--- config.mk ---
export PLATFORM = sky130hd
export DESIGN_NAME = wp_keyed_guard
export DESIGN_NICKNAME = d
export VERILOG_FILES = /design/src/rtl/wp_pkg.sv /design/src/rtl/wp_addr_decode.sv /design/src/rtl/wp_guard.sv /design/src/rtl/wp_regbank.sv /design/src/rtl/wp_keyed_guard.sv
export SDC_FILE = /design/constraint.sdc
export NUM_CORES = 1
export LEC_CHECK = 0
export ABC_CLOCK_PERIOD_IN_PS = 3300
export BUFFER_PORTS_ARGS = -buffer_cell sky130_fd_sc_hd__buf_2
export CORE_ASPECT_RATIO = 1.1
export CORE_MARGIN = 3
export CORE_UTILIZATION = 30
export CTS_CLUSTER_DIAMETER = 120
export DETAILED_ROUTE_END_ITERATION = 16
export HOLD_SLACK_MARGIN = 0.02
export PLACE_DENSITY = 0.51
export SETUP_SLACK_MARGIN = 0.2
export SYNTH_ARGS = -nofsm -noshare
export SYNTH_HDL_FRONTEND = slang
export SYNTH_SLANG_ARGS = --single-unit
--- constraint.sdc ---
create_clock -name clk -period 3.3 [get_ports clk]
set_clock_uncertainty 0.15 [all_clocks]
set_input_delay 0 -clock clk [delete_from_list [all_inputs] [get_ports clk]]
set_output_delay 0 -clock clk [all_outputs]
set_load 0.05 [all_outputs]
--- src/rtl/wp_pkg.sv ---
// Package: shared constants and the violation kind encoding for the keyed
// write guard. Assumes byte-addressed, word-aligned register offsets.
package wp_pkg;
    localparam int unsigned WP_DATA_W   = 32;
    localparam int unsigned WP_ADDR_W   = 8;
    localparam int unsigned WP_N_CFG    = 9;
    localparam int unsigned WP_KEY_W    = 24;
    localparam logic [23:0] WP_KEY      = 24'h495349;
    localparam int unsigned WP_TYPE_W   = 4;
    localparam int unsigned WP_SRC_W    = 16;
    localparam int unsigned WP_SRC_LSB  = 8;

    // Kind of refused action; bit 0 = register write, bit 1 = software reset
    typedef enum logic [1:0] {
        VK_NONE  = 2'b00,
        VK_WRITE = 2'b01,
        VK_SRST  = 2'b10,
        VK_BOTH  = 2'b11
    } viol_kind_e;
endpackage

--- src/rtl/wp_addr_decode.sv ---
// Module: wp_addr_decode
// Purpose: classifies a byte offset as a configuration register (with its
// index), the protection control word, or the status word.
// Assumes: configuration registers are word aligned from offset 0 upward;
// IDX_W + 2 <= ADDR_W.
module wp_addr_decode #(
    parameter int unsigned ADDR_W   = 8,
    parameter int unsigned N_CFG    = 9,
    parameter int unsigned IDX_W    = 4,
    parameter logic [7:0]  CTRL_OFF = 8'hE4,
    parameter logic [7:0]  STAT_OFF = 8'hE8
) (
    input  logic [ADDR_W-1:0] addr,
    output logic              hit_cfg,
    output logic [IDX_W-1:0]  idx,
    output logic              hit_ctrl,
    output logic              hit_stat
);
    localparam int unsigned WORD_W = ADDR_W - 2;

    // Decode the offset into the three register classes
    always_comb begin
        hit_cfg  = (addr[1:0] == 2'b00) && (addr[ADDR_W-1:2] < WORD_W'(N_CFG));
        idx      = addr[IDX_W+1:2];
        hit_ctrl = (addr == ADDR_W'(CTRL_OFF));
        hit_stat = (addr == ADDR_W'(STAT_OFF));
    end
endmodule

--- src/rtl/wp_guard.sv ---
// Module: wp_guard
// Purpose: holds the protection flag, checks the key on control writes,
// decides which bank writes and resets may proceed, and accumulates the
// violation status with clear-on-read.
// Assumes: the caller qualifies ctrl_wr, cfg_wr and stat_rd with the strobes.
module wp_guard
    import wp_pkg::*;
#(
    parameter int unsigned KEY_W  = 24,
    parameter logic [23:0] KEY    = 24'h495349,
    parameter int unsigned IDX_W  = 4,
    parameter int unsigned TYPE_W = 4,
    parameter int unsigned SRC_W  = 16
) (
    input  logic              clk,
    input  logic              rst_n,
    input  logic              ctrl_wr,
    input  logic [KEY_W-1:0]  ctrl_key,
    input  logic              ctrl_en_bit,
    input  logic              cfg_wr,
    input  logic [IDX_W-1:0]  cfg_idx,
    input  logic              srst_req,
    input  logic              stat_rd,
    output logic              prot_en,
    output logic              cfg_wr_ok,
    output logic              srst_ok,
    output logic [TYPE_W-1:0] viol_type,
    output logic [SRC_W-1:0]  viol_src
);
    logic       key_match;
    viol_kind_e kind_now;
    logic [TYPE_W-1:0] type_base;
    logic [SRC_W-1:0]  src_base;

    // Gate bank actions by the current protection flag
    always_comb begin
        key_match = (ctrl_key == KEY_W'(KEY));
        cfg_wr_ok = cfg_wr & ~prot_en;
        srst_ok   = srst_req & ~prot_en;
        kind_now  = viol_kind_e'({srst_req & prot_en, cfg_wr & prot_en});
        type_base = stat_rd ? '0 : viol_type;
        src_base  = stat_rd ? '0 : viol_src;
    end

    // Protection flag: updated only by a control write carrying the key
    always_ff @(posedge clk) begin
        if (!rst_n) begin
            prot_en <= 1'b0;
        end else if (ctrl_wr && key_match) begin
            prot_en <= ctrl_en_bit;
        end
    end

    // Status: clear on read, then merge this cycle's refusals
    always_ff @(posedge clk) begin
        if (!rst_n) begin
            viol_type <= '0;
            viol_src  <= '0;
        end else begin
            viol_type <= type_base | TYPE_W'(kind_now);
            if (kind_now == VK_WRITE || kind_now == VK_BOTH) begin
                viol_src <= SRC_W'(cfg_idx) + SRC_W'(1);
            end else begin
                viol_src <= src_base;
            end
        end
    end
endmodule

--- src/rtl/wp_regbank.sv ---
// Module: wp_regbank
// Purpose: the protected configuration registers with a bank-wide clear
// and a read multiplexer.
// Assumes: clear and write permissions are already resolved by the guard;
// clear has priority over a write in the same cycle.
module wp_regbank #(
    parameter int unsigned N_CFG  = 9,
    parameter int unsigned DATA_W = 32,
    parameter int unsigned IDX_W  = 4
) (
    input  logic                    clk,
    input  logic                    rst_n,
    input  logic                    clr_all,
    input  logic                    wr_ok,
    input  logic [IDX_W-1:0]        wr_idx,
    input  logic [DATA_W-1:0]       wr_data,
    input  logic [IDX_W-1:0]        rd_idx,
    output logic [DATA_W-1:0]       rd_word,
    output logic [N_CFG*DATA_W-1:0] cfg_flat
);
    for (genvar g = 0; g < N_CFG; g++) begin : g_reg
        logic [DATA_W-1:0] q;

        // One register: reset or bank clear, else a permitted write
        always_ff @(posedge clk) begin
            if (!rst_n || clr_all) begin
                q <= '0;
            end else if (wr_ok && (wr_idx == IDX_W'(g))) begin
                q <= wr_data;
            end
        end

        assign cfg_flat[g*DATA_W +: DATA_W] = q;
    end

    // Select the addressed register for the read path
    always_comb begin
        rd_word = '0;
        for (int i = 0; i < N_CFG; i++) begin
            if (rd_idx == IDX_W'(i)) begin
                rd_word = cfg_flat[i*DATA_W +: DATA_W];
            end
        end
    end
endmodule

--- src/rtl/wp_keyed_guard.sv ---
// Module: wp_keyed_guard (top)
// Purpose: keyed write protection around nine configuration registers, with
// a protection control word, a clear-on-read violation status word and a
// registered read port.
// Assumes: one write and one read per cycle; rd_data valid the cycle after
// rd_en and held until the next read.
module wp_keyed_guard
    import wp_pkg::*;
#(
    parameter int unsigned DATA_W   = WP_DATA_W,
    parameter int unsigned ADDR_W   = WP_ADDR_W,
    parameter int unsigned N_CFG    = WP_N_CFG,
    parameter int unsigned KEY_W    = WP_KEY_W,
    parameter logic [23:0] KEY      = WP_KEY,
    parameter logic [7:0]  CTRL_OFF = 8'hE4,
    parameter logic [7:0]  STAT_OFF = 8'hE8
) (
    input  logic                    clk,
    input  logic                    rst_n,
    input  logic                    wr_en,
    input  logic [ADDR_W-1:0]       wr_addr,
    input  logic [DATA_W-1:0]       wr_data,
    input  logic                    srst_req,
    input  logic                    rd_en,
    input  logic [ADDR_W-1:0]       rd_addr,
    output logic [DATA_W-1:0]       rd_data,
    output logic [N_CFG*DATA_W-1:0] cfg_out
);
    localparam int unsigned IDX_W   = $clog2(N_CFG);
    localparam int unsigned TYPE_W  = WP_TYPE_W;
    localparam int unsigned SRC_W   = WP_SRC_W;
    localparam int unsigned SRC_LSB = WP_SRC_LSB;

    logic             w_hit_cfg, w_hit_ctrl, w_hit_stat;
    logic [IDX_W-1:0] w_idx;
    logic             r_hit_cfg, r_hit_ctrl, r_hit_stat;
    logic [IDX_W-1:0] r_idx;
    logic             prot_en, cfg_wr_ok, srst_ok, stat_rd;
    logic [TYPE_W-1:0] viol_type;
    logic [SRC_W-1:0]  viol_src;
    logic [DATA_W-1:0] bank_word, stat_word, rd_next;
    logic              w_unused_stat;

    wp_addr_decode #(
        .ADDR_W(ADDR_W), .N_CFG(N_CFG), .IDX_W(IDX_W),
        .CTRL_OFF(CTRL_OFF), .STAT_OFF(STAT_OFF)
    ) u_wdec (
        .addr(wr_addr), .hit_cfg(w_hit_cfg), .idx(w_idx),
        .hit_ctrl(w_hit_ctrl), .hit_stat(w_hit_stat)
    );

    wp_addr_decode #(
        .ADDR_W(ADDR_W), .N_CFG(N_CFG), .IDX_W(IDX_W),
        .CTRL_OFF(CTRL_OFF), .STAT_OFF(STAT_OFF)
    ) u_rdec (
        .addr(rd_addr), .hit_cfg(r_hit_cfg), .idx(r_idx),
        .hit_ctrl(r_hit_ctrl), .hit_stat(r_hit_stat)
    );

    // Writes to the status word are decoded but deliberately have no effect
    assign w_unused_stat = w_hit_stat;
    assign stat_rd       = rd_en & r_hit_stat;

    wp_guard #(
        .KEY_W(KEY_W), .KEY(KEY), .IDX_W(IDX_W),
        .TYPE_W(TYPE_W), .SRC_W(SRC_W)
    ) u_guard (
        .clk(clk), .rst_n(rst_n),
        .ctrl_wr(wr_en & w_hit_ctrl),
        .ctrl_key(wr_data[DATA_W-1 -: KEY_W]),
        .ctrl_en_bit(wr_data[0]),
        .cfg_wr(wr_en & w_hit_cfg), .cfg_idx(w_idx),
        .srst_req(srst_req), .stat_rd(stat_rd),
        .prot_en(prot_en), .cfg_wr_ok(cfg_wr_ok), .srst_ok(srst_ok),
        .viol_type(viol_type), .viol_src(viol_src)
    );

    wp_regbank #(
        .N_CFG(N_CFG), .DATA_W(DATA_W), .IDX_W(IDX_W)
    ) u_bank (
        .clk(clk), .rst_n(rst_n), .clr_all(srst_ok),
        .wr_ok(cfg_wr_ok), .wr_idx(w_idx), .wr_data(wr_data),
        .rd_idx(r_idx), .rd_word(bank_word), .cfg_flat(cfg_out)
    );

    // Assemble the status word and pick the read source
    always_comb begin
        stat_word = '0;
        stat_word[TYPE_W-1:0] = viol_type;
        stat_word[SRC_LSB +: SRC_W] = viol_src;
        rd_next = '0;
        if (r_hit_cfg) begin
            rd_next = bank_word;
        end else if (r_hit_ctrl) begin
            rd_next = DATA_W'(prot_en);
        end else if (r_hit_stat) begin
            rd_next = stat_word | DATA_W'(w_unused_stat & 1'b0);
        end
    end

    // Registered read data, held between reads
    always_ff @(posedge clk) begin
        if (!rst_n) begin
            rd_data <= '0;
        end else if (rd_en) begin
            rd_data <= rd_next;
        end
    end
endmodule

==> results of run 1 <==
## registers in the layout, indices dropped and copies added (netlist names)
signal / count
u_bank.g.q: 288
rd_data: 32
u_guard.viol_src: 5
u_guard.viol_type: 2
u_guard.prot_en: 1
## cell families after synthesis
kind of cell             Yosys count
AO/OA/AOI/OAI                    539
XOR/XNOR                           2
adder cells (fa/ha/maj)            5
buffers and inverters            167
flip-flops                       328
multiplexers                      76
AND/OR/NAND/NOR                  519
## placed cells by master (no fill, tap or decap), drive strengths merged, types with 4 or more instances in the layout
cell type and count:
a31o 7, mux2i 60, nor3b 5, dfxtp 328, a21oi 55, dlygate4sd3 69, o21ai 338, nor2b 24
ha 5, buf 426, a211oi 5, nand3 270, and3 9, a32o 4, o2111ai 4, o22ai 15
nand2b 28, a41oi 9, o211ai 4, nand2 78, clkbuf 56, or3 6, a2bb2oi 9, a31oi 6
o22a 4, o221ai 22, mux2 14, nand3b 5, a22oi 31, inv 16, nor4 5, nor2 65
## worst paths after layout
kind / to / slack (ns) / cells after the start / startpoint
min reg2reg: u_bank.g_reg[0].q[15] / 0.34 / 2 / u_bank.g_reg[0].q[15]
max: rd_data[2] / 0.53 / 9 / rd_addr[3]
min: rd_data[28] / 0.04 / 4 / rd_addr[2]
max reg2reg: u_bank.g_reg[8].q[4] / 0.68 / 6 / u_guard.prot_en
## cell type report
class / instances / share of cell area [%]
multi-input combinational: 1141 / 36.87
clock inverter: 7 / 0.3830
timing repair buffer: 495 / 16.44
tap: 588 / 4.022
clock buffer: 56 / 6.108
sequential: 328 / 35.90
inverter: 14 / 0.2873
## worst register-to-register path: cells and delay by family (launching register included)
kind | cells | cell delay (ns)
flops | 1 | 0.41
simple gates | 4 | 1.04
buf+inv | 1 | 0.60
mux | 1 | 0.31
## repair_timing
item / in CTS / in global routing
hold buffers: 71 / 0
resized for setup: 0 / 8
endpoints found under the setup margin: 0 / 2
endpoints found under the hold margin: 320 / 0
## metal layers
layer  GRT usage, %  share of wire (%)  up-vias
li1               -                  -     6739
met1          36.49                 45     7044
met2          39.48                 43      601
met3          7.161                9.4       74
met4          6.468                2.4        0
met5              0                  0        -
## through the flow
step                      total power, mW  util (%)  hold slack [ns]
after detailed placement            4.597     35.81           0.1030
final                               8.695     39.98          0.03982
after global placement              4.595     35.81          0.09522
after global routing                8.930     39.98          0.08470
after floorplan                     4.349         -        -0.006057
after CTS                           8.737     39.96          0.02650
## power groups by stage
stage / logic, mW / registers [mW] / clock network (mW)
after floorplan: 0.275 / 4.07 / 0
after global placement: 0.539 / 4.06 / 0
after detailed placement: 0.540 / 4.06 / 0
after CTS: 0.590 / 3.97 / 4.18
after global routing: 0.635 / 3.97 / 4.33
final: 0.602 / 3.97 / 4.12
==> flow_summary.toml, run 1 <==
[logic_synthesis]
synth_nets = 1694
synth_common_cells = "o21ai_0 (332), dfxtp_1 (328), nand3_1 (267)"
synth_xor_xnor_area_share_pct = 0.1258
synth_ff_type = "dfxtp_1"
synthArstFlopShare_pct = 0
yosysSeqAreaShare_pct = 47.16
yosysWarnings = 0
syn_inst = 1636
synth-compound-area-share_pct = 22.72
synthSimpleGateAreaFrac_pct = 18.97
synthMuxAreaShare_pct = 5.769
synth_edf_count = 0
ys_types = 67
ys_ff_latch = 328
yosys.area_share.adder_pct = 0.4493
yosysMostFrequentCell = "o21ai_0"
avgSynthCellArea_um2 = 8.511
synthTopCellsByArea = "dfxtp_1 (47%), o21ai_0 (12%), nand3_1 (9.6%)"
syn_area_mm2 = 0.01392
yosysTopAreaCellShare_pct = 47.16
yosysTopAreaCell = "dfxtp_1"
synth_top_family_by_area = "compound AO/OA/AOI/OAI gates"

[setup_path]
crit_fanout = 19
cp.required_ns = 3.64
crit_path_top_delay_cell = "dlygate4sd3_1"
arrival_ns = 3.11
cp_cell_sequence = "dlygate4sd3_1 > buf_6 > buf_4 > o31ai_1 > nand3_1 > o21ai_0 > nand2_1 > a41oi_1 > dlygate4sd3_1"
cpMostUsedCell = "dlygate4sd3_1"
cp_num_buf_inv = 4
slowest_delay_ns = 0.59
worstSetupStartpointType = "input pin"
cp-end-kind = "flop"
crit_type = "input pin to flop"
critPathTopFamily = "buffers and inverters"

[global_route]
antenna_found_initial = 0
grt_max_degree = 120
grt_pass1_vias = 13460
track_usage_pct = 25.98
grt_first_pass_wirelength_mm = 95.28
grt-ovfl-total = 0

[timing]
worstMarginPinSlew_ns = 1.032
min_period_ns = 2.766
slew_viol_final = 0
fin_crit_sh_pct = 83.81
slew_headroom_pct = 31.19
setup_slack_ns = 0.5344
grt_setup_unrepaired = "no"
final-hold-violation-count = 0
max_freq_mhz = 361.6
tns_ns = 0
finalSetupViolCount = 0

[detailed_routing]
drt_wl_total_mm = 66.46
wl_per_cell_um = 25.28
drcViolationCount = 0
vias = 14460
ant_nets = 0
drtIter0Drc = 1476
firstDrtPassIters = 5
vias_per_cell = 5.499

[placement]
gp_congestion = 0.8832
place_ws_ns = 0.8638
io_buffers = 372
postPlaceCellArea_mm2 = 0.01639
dp_cells = 2497
dp_hpwl_mm = 48.92

[finish]
nets = 2075
area_growth_pct = 31.38
antenna_cells = 0
nFillCells = 4733
multiInputGateArea_mm2 = 0.006744
postLayoutCellArea_mm2 = 0.01829
fin_cells = 2629
seq_area_mm2 = 0.006566
drive_above_1_share_pct = 25.97

[floorplanning]
chipHeight_um = 231.9
initial_core_util_pct = 30.43
io_pins = 373
design.core.area_mm2 = 0.04576
die_w_um = 211.4
dieArea_mm2 = 0.04903
rows = 82

[clocking]
cts_tree = "yes"
cts.sinks = 328
cts_setup_buffers = 0
insertion_delay_ns = 0.55
htree_levels = 2
cts-root-buf = "clkbuf_16"
cts.path.max_buffers = 3
numCtsBuffers = 37
clkTransAtPathRegs_ns = 0.06

[pwr]
leakage_nw = 7.690
power.density_mw_per_mm2 = 475.3
seqPwrFrac_pct = 45.6
intPower_mw = 6.555
clkPwrFrac_pct = 47.4
p_switching_mw = 2.140
ir_worst_vdd_mv = 0.3242
power_frac_comb_pct = 6.9
switching_share_pct = 24.61

[status]
status = "finished, final reports clean"

[worst_hold_path]
holdCritPathClass = "input pin to flop"

[run]
cap_viol_max_count = 0
No activity file was read; power rests on OpenSTA's default activity.
==> run 2, diff against run 1 <==
Settings changed: ABC_CLOCK_PERIOD_IN_PS 3300 to 2700.
Clock period 3.3 ns to 2.7 ns, I/O delays scaled along.
==> run 2 against run 1 <==
  * Critical path depth did not move
  * Clock-buffer cell count fell by 1
  * Highest routed layer unchanged
  * Sequential share of layout area fell by 0.77 points
  * Flip-flop and latch count did not move
  * Core utilization rose by 0.88 points
  * Routed wire length rose by 1.1%
==> flow_summary.toml, run 2 (same netlist as run 1, synthesis figures left out) <==
[worst_hold_path]
holdCritPathClass = "input pin to flop"
hp-start = "rd_addr[4]"

[detailed_routing]
ant_nets = 0
drcViolationCount = 0
drt_wl_total_mm = 67.20
drtIter0Drc = 1176
vias = 14470
wl_per_cell_um = 25.19
vias_per_cell = 5.422
firstDrtPassIters = 6

[finish]
area_growth_pct = 34.27
largest_reg_flops = 288
final_cell_mix = "buf_2 (370), o21ai_0 (332), dfxtp_1 (328), nand3_1 (266), dlygate4sd3_1 (94)"
top_register = "u_bank.g.q"
fin_cells = 2668
mostFrequentLayoutCell = "buf_2"
reg.largest.list = "u_bank.g.q (288), rd_data (32), u_guard.viol_src (5)"
nets = 2113
drive_above_1_share_pct = 25.97

[setup_path]
cp.required_ns = 3.06
reg2reg_from = "u_guard.prot_en"
cp_cell_sequence = "clkbuf_4 > dlygate4sd3_1 > buf_4 > mux2i_1 > o22a_1 > a221oi_1 > o31ai_1 > a31oi_1 > dlygate4sd3_1"
critPathTopFamily = "buffers and inverters"
crit_fanout = 17
worstSetupStartpointType = "input pin"
crit_path_top_delay_cell = "dlygate4sd3_1"
crit_type = "input pin to flop"
crit_start = "rd_addr[4]"
arrival_ns = 2.87
cpMostUsedCell = "dlygate4sd3_1"
cp-end-kind = "flop"
cp_num_buf_inv = 4
slowest_delay_ns = 0.68

[floorplanning]
rows = 82
dieArea_mm2 = 0.04903
io_pins = 373
design.core.area_mm2 = 0.04576
chipHeight_um = 231.9
die_w_um = 211.4
initial_core_util_pct = 30.43

[global_route]
track_usage_pct = 26.43
grt_pass1_vias = 13450
grt-ovfl-total = 0
grt_first_pass_wirelength_mm = 95.78
grt_max_degree = 106
antenna_found_initial = 0

[timing]
slew_headroom_pct = 27.91
worstMarginPinSlew_ns = 1.079
final-hold-violation-count = 0
finalSetupViolCount = 0
setup_slack_ns = 0.1895
grt_setup_unrepaired = "yes"
tns_ns = 0
slew_viol_final = 0
max_freq_mhz = 398.3
min_period_ns = 2.511
fin_crit_sh_pct = 92.98

[clocking]
numCtsBuffers = 38
cts-root-buf = "clkbuf_16"
htree_levels = 2
clkTransAtPathRegs_ns = 0.06
insertion_delay_ns = 0.56
cts_tree = "yes"
cts.path.max_buffers = 3
cts.sinks = 328

[pwr]
clkPwrFrac_pct = 48.4
power_frac_comb_pct = 7.1
intPower_mw = 8.224
leakage_nw = 7.928
switching_share_pct = 24.50
seqPwrFrac_pct = 44.5
ir_worst_vdd_mv = 0.3384
p_switching_mw = 2.668
power.density_mw_per_mm2 = 582.7
power_mw = 10.89

[placement]
io_buffers = 372
dp_cells = 2508
dp_hpwl_mm = 49.34
place_ws_ns = 0.3621
gp_congestion = 0.8857

[status]
status = "finished, final reports clean"

[run]
cap_viol_max_count = 0
## run 2: cell count changes in the layout (fill, tap and decap cells not counted), moves of 2 or more
cell / previous run / this run
dlygate4sd3_1: 69 / 94
buf_4: 53 / 62
clkbuf_8: 12 / 8
buf_12: 3 / 5
bufinv_16: 1 / 3
clkbuf_16: 37 / 39
clkinv_2: 3 / 5
nor4b_1: 0 / 2
nor4b_2: 2 / 0
## run 2: final timing paths
kind	to	slack, ns	depth (start not counted)
setup / recovery	rd_data[10]	0.19	9
hold / removal	rd_data[15]	0.05	5
setup reg to reg	u_bank.g_reg[6].q[19]	0.30	6
hold reg to reg	u_bank.g_reg[1].q[0]	0.33	2
## run 2: stage by stage
stage / hold slack, ns / cell area (um2) / utilization [%]
3_5_place_dp: 0.1138 / 16490 / 36.05
2_1_floorplan: -0.006057 / 13920 / -
6_report: 0.05464 / 18690 / 40.85
4_1_cts: 0.02808 / 18680 / 40.81
5_1_grt: 0.07273 / 18690 / 40.85
3_3_place_gp: 0.09492 / 16490 / 36.05
## run 2: power groups by stage
stage                     Combinational (mW)  Sequential (mW)  Clock [mW]
after global placement                 0.684             4.96           0
after global routing                   0.811             4.85        5.52
after CTS                              0.757             4.85        5.34
after detailed placement               0.686             4.96           0
after floorplan                        0.336             4.98           0
final                                  0.770             4.85        5.27
## run 2: metal layers
layer / routed length, um / GRT usage, % / vias up
met5: 0 / 0 / -
met4: 1789 / 6.887 / 0
met3: 6075 / 7.323 / 93
met2: 29390 / 40.52 / 576
met1: 29950 / 36.71 / 6981
li1: - / - / 6815
## run 2: layout make-up
| class | instances | area [um2] |
|---|---|---|
| clock inverters | 9 | 123.9 |
| well taps | 588 | 735.7 |
| flip-flops and latches | 328 | 6566 |
| fillers | 4701 | 27060 |
| repair buffers | 532 | 3366 |
| clock buffers | 55 | 1116 |
| diodes | 1 | 2.502 |
| inverters | 14 | 52.55 |
| multi-input cells | 1141 | 6731 |
## run 2: repair_timing
item / 4_1_cts / 5_1_grt
setup endpoints to repair: 0 / 4
buffers inserted: 0 / 1
hold endpoints to repair: 327 / 3
resized for setup: 0 / 2
hold buffers: 94 / 1
## run 2: worst min-delay path: stages
cell and delay (ns):
clkbuf_4 0.21, nand3b_1 0.16, nor2_2 0.08, a21oi_1 0.15, a41oi_1 0.11
==> run 3, diff against run 2 <==
Settings changed: CORE_UTILIZATION 30 to 45, PLACE_DENSITY 0.51 to 0.71.
==> run 3 against run 2 <==
  * Clock power down 7.8%
  * Flip-flop and latch count unchanged
  * Cell count down 8.3%
  * Routed wire length down 13%
  * Total power down 4.2%
  * Sequential power about the same
  * Cell area down 3.6%
  * Critical endpoint is now u_guard.viol_type[1]
==> flow_summary.toml, run 3 (same netlist as run 1, synthesis figures left out) <==
[status]
status = "finished, final reports clean"

[setup_path]
cp_num_buf_inv = 4
cp_cell_sequence = "dlygate4sd3_1 > buf_2 > nand4b_1 > nor4_2 > nand2_1 > a22oi_1 > dlygate4sd3_1 > nor2b_1 > dlygate4sd3_1"
crit_type = "input pin to flop"
cpMostUsedCell = "dlygate4sd3_1"
arrival_ns = 2.68
slowest_delay_ns = 0.58
crit_path_top_delay_cell = "dlygate4sd3_1"
cp-end-kind = "flop"
crit_fanout = 4
critPathTopFamily = "buffers and inverters"
cp.required_ns = 2.95
worstSetupStartpointType = "input pin"

[clocking]
insertion_delay_ns = 0.51
numCtsBuffers = 35
cts.sinks = 328
cts-root-buf = "clkbuf_16"
cts.path.max_buffers = 3
cts_tree = "yes"
htree_levels = 2
clkTransAtPathRegs_ns = 0.06

[pwr]
leakage_nw = 7.649
power.density_mw_per_mm2 = 579.0
ir_worst_vdd_mv = 0.3605
power_mw = 10.43

[placement]
dp_hpwl_mm = 42.18
postPlaceCellArea_mm2 = 0.01619
place_ws_ns = 0.4706
dp_cells = 2320
gp_congestion = 0.9083
io_buffers = 372

[finish]
fin_cells = 2447
nets = 2072
finish.utilization_pct = 59.94
area_growth_pct = 29.41
reg.largest.list = "u_bank.g.q (288), rd_data (32), u_guard.viol_src (5)"
mostFrequentLayoutCell = "buf_2"
postLayoutCellArea_mm2 = 0.01802
drive_above_1_share_pct = 26.05
nFillCells = 2777
final_cell_mix = "buf_2 (371), o21ai_0 (332), dfxtp_1 (327), nand3_1 (266), nand2_1 (77)"
top_register = "u_bank.g.q"
largest_reg_flops = 288

[floorplanning]
die_w_um = 173.7
chipHeight_um = 190.5
io_pins = 373
initial_core_util_pct = 46.32
rows = 66
design.core.area_mm2 = 0.03006
dieArea_mm2 = 0.03309

[timing]
setup_slack_ns = 0.2713
tns_ns = 0
finalSetupViolCount = 0
fin_crit_sh_pct = 89.95
min_period_ns = 2.429
slew_headroom_pct = 41.29
grt_setup_unrepaired = "no"
worstMarginPinSlew_ns = 0.8747
fin_hold_ws_ns = 0.05779
final-hold-violation-count = 0
max_freq_mhz = 411.7
slew_viol_final = 0

[run]
cap_viol_max_count = 0

[detailed_routing]
vias_per_cell = 6.005
drtIter0Drc = 1766
wl_per_cell_um = 23.95
firstDrtPassIters = 6
drcViolationCount = 0
vias = 14690
drt_wl_total_mm = 58.62
ant_nets = 0

[global_route]
grt_pass1_vias = 13480
grt_first_pass_wirelength_mm = 86.13
grt_max_degree = 96
grt-ovfl-total = 0
track_usage_pct = 33.69
antenna_found_initial = 1

[worst_hold_path]
holdCritPathClass = "input pin to flop"
==> run 3: changes by cell type in the layout (fill, tap and decap cells not counted), sizes merged <==
cell,before,now
clkinvlp,0,1
bufinv,3,1
dlygate4sd3,94,63
inv,15,14
buf,437,431
clkinv,5,3
==> run 3: report_power, final <==
| group | total (mW) | internal, mW | switching (mW) |
|---|---|---|---|
| Combinational | 0.727 | 0.223 | 0.504 |
| Sequential | 4.85 | 4.84 | 0.00554 |
| Clock | 4.86 | 2.87 | 1.98 |
==> run 3: layer usage <==
layer  part of all wire [%]  track usage (%)
met1                     41            45.65
met2                     44            51.75
met3                     11            8.821
met4                    4.3            12.81
met5                      0                0
==> run 3: area by class of cell <==
cell class	instances	area (um2)	area share, %
antenna	1	2.502	0.01389
timing repair buffer	494	2988	16.58
tap	408	510.5	2.833
inverter	14	52.55	0.2916
sequential	328	6568	36.45
multi-input combinational	1141	6748	37.45
clock inverter	5	52.55	0.2916
clock buffer	56	1097	6.090
==> run 3: worst reg2reg max path: stages (launching register included) <==
cell and delay (ns):
dfxtp_2 0.38, nand2b_1 0.20, nor3b_2 0.27, nand3_4 0.27, mux2i_1 0.26, nor2_1 0.06
dlygate4sd3_1 0.56
==> run 3: what timing repair did <==
action / in CTS / in global routing
setup endpoints to repair: 0 / 11
setup buffers: 0 / 2
hold buffers: 64 / 0
hold endpoints to repair: 320 / 0
resized for setup: 0 / 5
==> run 3: worst paths after layout <==
path / cells past startpoint / slack (ns) / from / to
setup / recovery: 9 / 0.27 / rd_addr[6] / u_guard.viol_type[1]
hold / removal: 5 / 0.06 / rd_addr[3] / rd_data[1]
setup reg to reg: 6 / 0.43 / u_guard.prot_en / u_bank.g_reg[8].q[2]
hold reg to reg: 2 / 0.33 / u_bank.g_reg[1].q[0] / u_bank.g_reg[1].q[0]
